File: config.mk
export PLATFORM = sky130hd
export DESIGN_NAME = flash_status_gen
export DESIGN_NICKNAME = d
export VERILOG_FILES = /design/src/rtl/flash_status_pkg.sv /design/src/rtl/fsg_op_timer.sv /design/src/rtl/fsg_toggle.sv /design/src/rtl/fsg_read_mux.sv /design/src/rtl/flash_status_gen.sv
export SDC_FILE = /design/constraint.sdc
export NUM_CORES = 1
export LEC_CHECK = 0
export BUFFER_PORTS_ARGS = -buffer_cell sky130_fd_sc_hd__buf_2
export CORE_ASPECT_RATIO = 0.8
export CORE_MARGIN = 3
export CORE_UTILIZATION = 40
export CTS_CLUSTER_SIZE = 30
export DETAILED_ROUTE_END_ITERATION = 7
export PLACE_DENSITY_LB_ADDON = 0.05
export SLEW_MARGIN = 10
export SYNTH_ARGS = -nofsm -noshare
export SYNTH_HDL_FRONTEND = slang
export SYNTH_SLANG_ARGS = --single-unit
File: constraint.sdc
create_clock -name clk -period 5.52 [get_ports clk]
set_clock_uncertainty 0.05 [all_clocks]
set_input_delay 0 -clock clk [delete_from_list [all_inputs] [get_ports clk]]
set_output_delay 0 -clock clk [all_outputs]
set_load 0.05 [all_outputs]
File: src/rtl/flash_status_pkg.sv
// Package: shared constants and helpers for the flash write-status generator.
// Assumes an 8-bit read bus with status bits at fixed positions.
package flash_status_pkg;

    localparam int DATA_W   = 8;
    localparam int POLL_POS = 7;
    localparam int TOG_POS  = 6;
    localparam int TMO_POS  = 5;

    typedef enum logic {
        OP_PROGRAM = 1'b0,
        OP_ERASE   = 1'b1
    } op_kind_e;

    // Larger of two non-negative integers, for sizing counters.
    function automatic int max2(input int a, input int b);
        return (a > b) ? a : b;
    endfunction

endpackage

File: src/rtl/fsg_op_timer.sv
// Module: operation timer. Latches an operation on a start pulse while
// idle, counts its duration, reports elapsed-cycle timeout and issues a
// commit pulse on completion of an unprotected operation.
// Assumes every duration parameter is at least 1.
module fsg_op_timer
    import flash_status_pkg::*;
#(
    parameter int PROG_CYCLES       = 8,
    parameter int ERASE_CYCLES      = 20,
    parameter int PROT_PROG_CYCLES  = 4,
    parameter int PROT_ERASE_CYCLES = 12,
    parameter int TIMEOUT_CYCLES    = 15
) (
    input  logic     clk,
    input  logic     rst_n,
    input  logic     start_i,
    input  op_kind_e op_i,
    input  logic     data_msb_i,
    input  logic     prot_i,
    output logic     busy_o,
    output logic     poll_o,
    output logic     timeout_o,
    output logic     commit_o
);

    localparam int MAXC = max2(max2(max2(PROG_CYCLES, ERASE_CYCLES),
                                    max2(PROT_PROG_CYCLES, PROT_ERASE_CYCLES)),
                               TIMEOUT_CYCLES);
    localparam int CW = $clog2(MAXC + 2);

    localparam logic [CW-1:0] LAST_PROG   = CW'(PROG_CYCLES - 1);
    localparam logic [CW-1:0] LAST_ERASE  = CW'(ERASE_CYCLES - 1);
    localparam logic [CW-1:0] LAST_PPROG  = CW'(PROT_PROG_CYCLES - 1);
    localparam logic [CW-1:0] LAST_PERASE = CW'(PROT_ERASE_CYCLES - 1);
    localparam logic [CW-1:0] TMO_LIM     = CW'(TIMEOUT_CYCLES);

    logic          busy_q;
    logic          poll_q;
    logic          prot_q;
    logic          commit_q;
    logic [CW-1:0] remain_q;
    logic [CW-1:0] elapsed_q;
    logic [CW-1:0] load_val;

    // Choose the countdown load value from the operation kind and protection.
    always_comb begin
        unique case ({prot_i, op_i})
            {1'b0, OP_PROGRAM}: load_val = LAST_PROG;
            {1'b0, OP_ERASE}:   load_val = LAST_ERASE;
            {1'b1, OP_PROGRAM}: load_val = LAST_PPROG;
            default:            load_val = LAST_PERASE;
        endcase
    end

    // Sequence idle -> busy -> idle, counting duration and elapsed cycles.
    always_ff @(posedge clk) begin
        if (!rst_n) begin
            busy_q    <= 1'b0;
            poll_q    <= 1'b0;
            prot_q    <= 1'b0;
            commit_q  <= 1'b0;
            remain_q  <= '0;
            elapsed_q <= '0;
        end else begin
            commit_q <= 1'b0;
            if (!busy_q) begin
                if (start_i) begin
                    busy_q    <= 1'b1;
                    remain_q  <= load_val;
                    elapsed_q <= '0;
                    prot_q    <= prot_i;
                    poll_q    <= (op_i == OP_ERASE) ? 1'b0 : ~data_msb_i;
                end
            end else begin
                if (remain_q == '0) begin
                    busy_q   <= 1'b0;
                    commit_q <= ~prot_q;
                end else begin
                    remain_q <= remain_q - 1'b1;
                end
                if (elapsed_q != '1) begin
                    elapsed_q <= elapsed_q + 1'b1;
                end
            end
        end
    end

    assign busy_o    = busy_q;
    assign poll_o    = poll_q;
    assign commit_o  = commit_q;
    assign timeout_o = busy_q && (elapsed_q >= TMO_LIM);


    restart_ignored_chk: assert property (@(posedge clk) disable iff (!rst_n)
        (busy_q && start_i && remain_q != '0) |=> (busy_q && $stable(poll_q) && $stable(prot_q)));


    commit_at_end_chk: assert property (@(posedge clk) disable iff (!rst_n)
        commit_q |-> (!busy_q && $past(busy_q)));


    prot_no_commit_chk: assert property (@(posedge clk) disable iff (!rst_n)
        (busy_q && prot_q) |=> !commit_q);

endmodule

File: src/rtl/fsg_toggle.sv
// Module: toggle-bit state. Flips on every read strobe while an operation
// is busy and holds its value while idle.
// Assumes read strobes are single-cycle qualified by rd_i.
module fsg_toggle (
    input  logic clk,
    input  logic rst_n,
    input  logic busy_i,
    input  logic rd_i,
    output logic tog_o
);

    logic tog_q;

    // Invert the toggle state on each busy read.
    always_ff @(posedge clk) begin
        if (!rst_n) begin
            tog_q <= 1'b0;
        end else if (busy_i && rd_i) begin
            tog_q <= ~tog_q;
        end
    end

    assign tog_o = tog_q;


    toggle_flip_chk: assert property (@(posedge clk) disable iff (!rst_n)
        (busy_i && rd_i) |=> (tog_q != $past(tog_q)));


    toggle_hold_chk: assert property (@(posedge clk) disable iff (!rst_n)
        !busy_i |=> $stable(tog_q));

endmodule

File: src/rtl/fsg_read_mux.sv
// Module: read-data register. On a strobe it captures either array data
// (idle) or the status byte (busy); otherwise it holds its last value.
// Assumes status bit positions from the package.
module fsg_read_mux
    import flash_status_pkg::*;
(
    input  logic              clk,
    input  logic              rst_n,
    input  logic              rd_i,
    input  logic              busy_i,
    input  logic              hit_i,
    input  logic              poll_i,
    input  logic              tog_i,
    input  logic              tmo_i,
    input  logic [DATA_W-1:0] array_i,
    output logic [DATA_W-1:0] data_o
);

    logic [DATA_W-1:0] status_byte;
    logic [DATA_W-1:0] data_q;

    // Assemble the status byte presented during a busy read.
    always_comb begin
        status_byte           = '0;
        status_byte[POLL_POS] = hit_i ? poll_i : array_i[POLL_POS];
        status_byte[TOG_POS]  = tog_i;
        status_byte[TMO_POS]  = tmo_i;
    end

    // Capture read data on each strobe.
    always_ff @(posedge clk) begin
        if (!rst_n) begin
            data_q <= '0;
        end else if (rd_i) begin
            data_q <= busy_i ? status_byte : array_i;
        end
    end

    assign data_o = data_q;

endmodule

File: src/rtl/flash_status_gen.sv
// Module: top of the flash write-status generator. Ties together the
// operation timer, toggle state and read-data register.
// Assumes start_i is a single-cycle pulse at the end of a command sequence.
module flash_status_gen
    import flash_status_pkg::*;
#(
    parameter int PROG_CYCLES       = 1750,
    parameter int ERASE_CYCLES      = 250000,
    parameter int PROT_PROG_CYCLES  = 500,
    parameter int PROT_ERASE_CYCLES = 25000,
    parameter int TIMEOUT_CYCLES    = 200000
) (
    input  logic       clk,
    input  logic       rst_n,
    input  logic       start_i,
    input  logic       op_erase_i,
    input  logic [7:0] prog_data_i,
    input  logic       target_prot_i,
    input  logic       rd_i,
    input  logic       addr_hit_i,
    input  logic [7:0] array_data_i,
    output logic [7:0] rd_data_o,
    output logic       busy_o,
    output logic       commit_o
);

    logic     busy;
    logic     poll;
    logic     tmo;
    logic     tog;
    op_kind_e op_kind;

    assign op_kind = op_kind_e'(op_erase_i);

    fsg_op_timer #(
        .PROG_CYCLES      (PROG_CYCLES),
        .ERASE_CYCLES     (ERASE_CYCLES),
        .PROT_PROG_CYCLES (PROT_PROG_CYCLES),
        .PROT_ERASE_CYCLES(PROT_ERASE_CYCLES),
        .TIMEOUT_CYCLES   (TIMEOUT_CYCLES)
    ) u_timer (
        .clk       (clk),
        .rst_n     (rst_n),
        .start_i   (start_i),
        .op_i      (op_kind),
        .data_msb_i(prog_data_i[POLL_POS]),
        .prot_i    (target_prot_i),
        .busy_o    (busy),
        .poll_o    (poll),
        .timeout_o (tmo),
        .commit_o  (commit_o)
    );

    fsg_toggle u_toggle (
        .clk   (clk),
        .rst_n (rst_n),
        .busy_i(busy),
        .rd_i  (rd_i),
        .tog_o (tog)
    );

    fsg_read_mux u_rdmux (
        .clk    (clk),
        .rst_n  (rst_n),
        .rd_i   (rd_i),
        .busy_i (busy),
        .hit_i  (addr_hit_i),
        .poll_i (poll),
        .tog_i  (tog),
        .tmo_i  (tmo),
        .array_i(array_data_i),
        .data_o (rd_data_o)
    );

    assign busy_o = busy;


    idle_read_pass_chk: assert property (@(posedge clk) disable iff (!rst_n)
        (rd_i && !busy_o) |=> (rd_data_o == $past(array_data_i)));


    read_hold_chk: assert property (@(posedge clk) disable iff (!rst_n)
        !rd_i |=> $stable(rd_data_o));


    busy_low_bits_chk: assert property (@(posedge clk) disable iff (!rst_n)
        (rd_i && busy_o) |=> (rd_data_o[4:0] == 5'b0));

endmodule

==> flow_summary_export.csv <==
group,metric,value,unit
outcome,status,"complete, no violations",
synthesis,async_flop_share,0,%
power_and_ir_drop,p_leak,1.094,nW
synthesis,syn_nets,356,
placed_design,portBuffers,25,
min_path,hp-class,"in -> reg",
detailed_routing,drtAntennaViolNets,0,
floorplan,die_h,77.96,um
setup_path,crit_path_start_kind,"flip-flop",
global_routing,grt_overflow,0,
placed_design,dp_hpwl,4522,um
floorplan,coreArea,6100,um2
clocking,cts_setup_buffers,0,
detailed_routing,dr_total_vias,2473,
detailed_routing,drt_wl_total,6567,um
power_and_ir_drop,powerDensity,280.0,nW/um2
synthesis,ys_top_cells_by_area,"dfxtp_1 38%, a21oi_1 6.0%, nor2_1 5.9%, nand2_1 4.5%, nand3_1 3.1%",
clocking,cts_buffers,5,
power_and_ir_drop,vdd_drop_max,0.0001098,V
timing,tns,0,ns
timing,tightest_slew,0.6810,ns
synthesis,ys_ff_latch,49,
placed_design,placed_area,2776,um2
synthesis,yosysMostFrequentCell,"dfxtp_1",
clocking,clk_latency,0.30,ns
timing,fmax,405.7,MHz
synthesis,synthFlopType,"dfxtp_1",
synthesis,synth.distinct_cells,56,
synthesis,synth_edf_count,0,
synthesis,synthTopCellsByCount,"49 x dfxtp_1, 41 x nor2_1, 31 x a21oi_1, 31 x nand2_1, 16 x nand3_1",
floorplan,die_w,95.95,um
synthesis,netlist_area,2589,um2
floorplan,die_area,7479,um2
synthesis,syn_inst,330,
synthesis,avgSynthCellArea,7.845,um2
timing,period_share,44.65,%
synthesis,yosys_warnings,0,
synthesis,synth.top_cell.area_share,37.89,%
global_routing,grt_max_degree,43,
timing,drv_slew,0,
finish,antenna_cells,0,
global_routing,antenna_found_initial,0,
placed_design,dp_cells,425,
timing,finalSetupViolations,0,
detailed_routing,drtPass1Iterations,4,
power_and_ir_drop,fin_total_pwr,0.0008419,W
detailed_routing,post_drt_wl_per_cell,14.79,um
finish,drive_gt1_share,12.95,%
detailed_routing,via_per_inst,5.570,
finish,fin_area,3007,um2
detailed_routing,drc_errors,0,
detailed_routing,drt_iter0_markers,214,
setup_path,worst_setup_path_end_kind,"flip-flop",
setup_path,crit_required,5.71,ns
synthesis,yosys.area.top_type,"dfxtp_1",
placed_design,dpl_worst_slack,3.122,ns
global_routing,grt_pass1_vias,2293,
clocking,cts_tree,"built",
timing,max-slew-margin-rel,54.18,%
global_routing,gr-usage-all-layers,18.74,%
clocking,cts_root_buffer,"clkbuf_8",
setup_path,arrival,2.65,ns
clocking,cts.clk_slew.worst_paths,0.10,ns
timing,setup_ws,3.055,ns
finish,syn_to_final_growth,16.14,%
floorplan,boundaryPins,33,
finish,fin_nets,388,
setup_path,crit_type,"reg -> reg",
timing,timing.final.hold_violations,0,
clocking,htreeDepth,2,
floorplan,rows,25,
run,maxCapViolCount,0,
finish,stdcell_count,444,
timing,grt_setup_unrepaired,"no",
timing,fin_crit,2.465,ns
global_routing,grt_pass1_wl,11190,um
setup_path,critPathMaxFanout,5,
floorplan,initial_utilization,42.44,%
placed_design,finalWeightedCongestion,0.8419,
synthesis,yosysSeqAreaShare,37.89,%
clocking,cts_sinks,49,
clocking,cts_buffer_depth,2,
## logic make-up (layout without fill, tap and decap cells)
group	Yosys count	after routing	synth area share (%)
xor+xnor	3	3	1.015
fa+ha+maj	3	3	1.450
simple gates	148	148	29.58
compound gates	96	96	23.78
mux	5	5	2.030
buf+inv	26	59	4.253
flops	49	49	37.89
## flip-flops by register name, indices dropped and copies added, names as in the netlist
register           cells
u_rdmux.data_o         8
u_timer.busy_o         1
u_timer.commit_o       1
u_timer.elapsed_q     18
u_timer.poll_o         1
u_timer.prot_q         1
u_timer.remain_q      18
u_toggle.tog_o         1
## routing by layer
metal | track usage, % | vias to the layer above | routed length (um)
met3 | 4.457 | 5 | 405
met1 | 27.88 | 1135 | 3360
met5 | 0 | - | 0
met2 | 27.34 | 61 | 2751
li1 | - | 1272 | -
met4 | 3.835 | 0 | 49
## through the flow
stage | hold slack [ns] | utilization, %
final | 0.01211 | 49.29
after global routing | 0.02515 | 49.29
after CTS | 0.001527 | 49.29
after detailed placement | 0.1818 | 45.52
after global placement | 0.1743 | 45.52
after floorplan | 0.08915 | -
## critical path, stage by stage (launching register included)
cell and delay (ns):
dfxtp_1 0.35, inv_1 0.08, ha_1 0.21, or3b_1 0.47, nor4_1 0.61, a211oi_2 0.20
mux2_1 0.35, nor2_1 0.08
## power breakdown
part / leakage, nW / total [W] / switching (W) / internal, W
Sequential: 0.400 / 0.000390 / 0.0000180 / 0.000372
Combinational: 0.636 / 0.000181 / 0.000113 / 0.0000676
Clock: 0.0574 / 0.000271 / 0.000124 / 0.000147
## path summary, 6_finish.rpt
check,startpoint,to,slack (ns),depth (start not counted)
max,u_timer.remain_q[0],u_timer.remain_q[11],3.06,7
max reg2reg,u_timer.remain_q[0],u_timer.remain_q[11],3.06,7
min reg2reg,u_timer.prot_q,u_timer.commit_o,0.38,1
min,rd_i,u_rdmux.data_o[6],0.01,2
## placed cells by master (no fill, tap or decap), drive strengths merged, types with 6 or more instances in the layout
cell / n
a21oi: 31
a31oi: 6
buf: 29
clkbuf: 6
dfxtp: 49
dlygate4sd3: 11
inv: 10
nand2: 31
nand3: 16
nor2: 41
nor2b: 8
nor3: 12
nor4: 9
o21ai: 19
or4: 6
## repair_timing
| action | in CTS | in global routing |
|---|---|---|
| hold buffers | 11 | 0 |
| hold endpoints to repair | 9 | 0 |
| resized for setup | 0 | 0 |
## cell type report
| type | instances | area, um2 |
|---|---|---|
| Fill cell | 607 | 3093 |
| Multi-Input combinational cell | 255 | 1498 |
| Sequential cell | 49 | 980.9 |
| Timing Repair Buffer | 40 | 265.3 |
| Tap cell | 81 | 101.3 |
| Clock buffer | 6 | 82.58 |
| Inverter | 11 | 41.29 |
| Clock inverter | 2 | 37.54 |
Note: power is estimated with default switching activity, not from simulation.
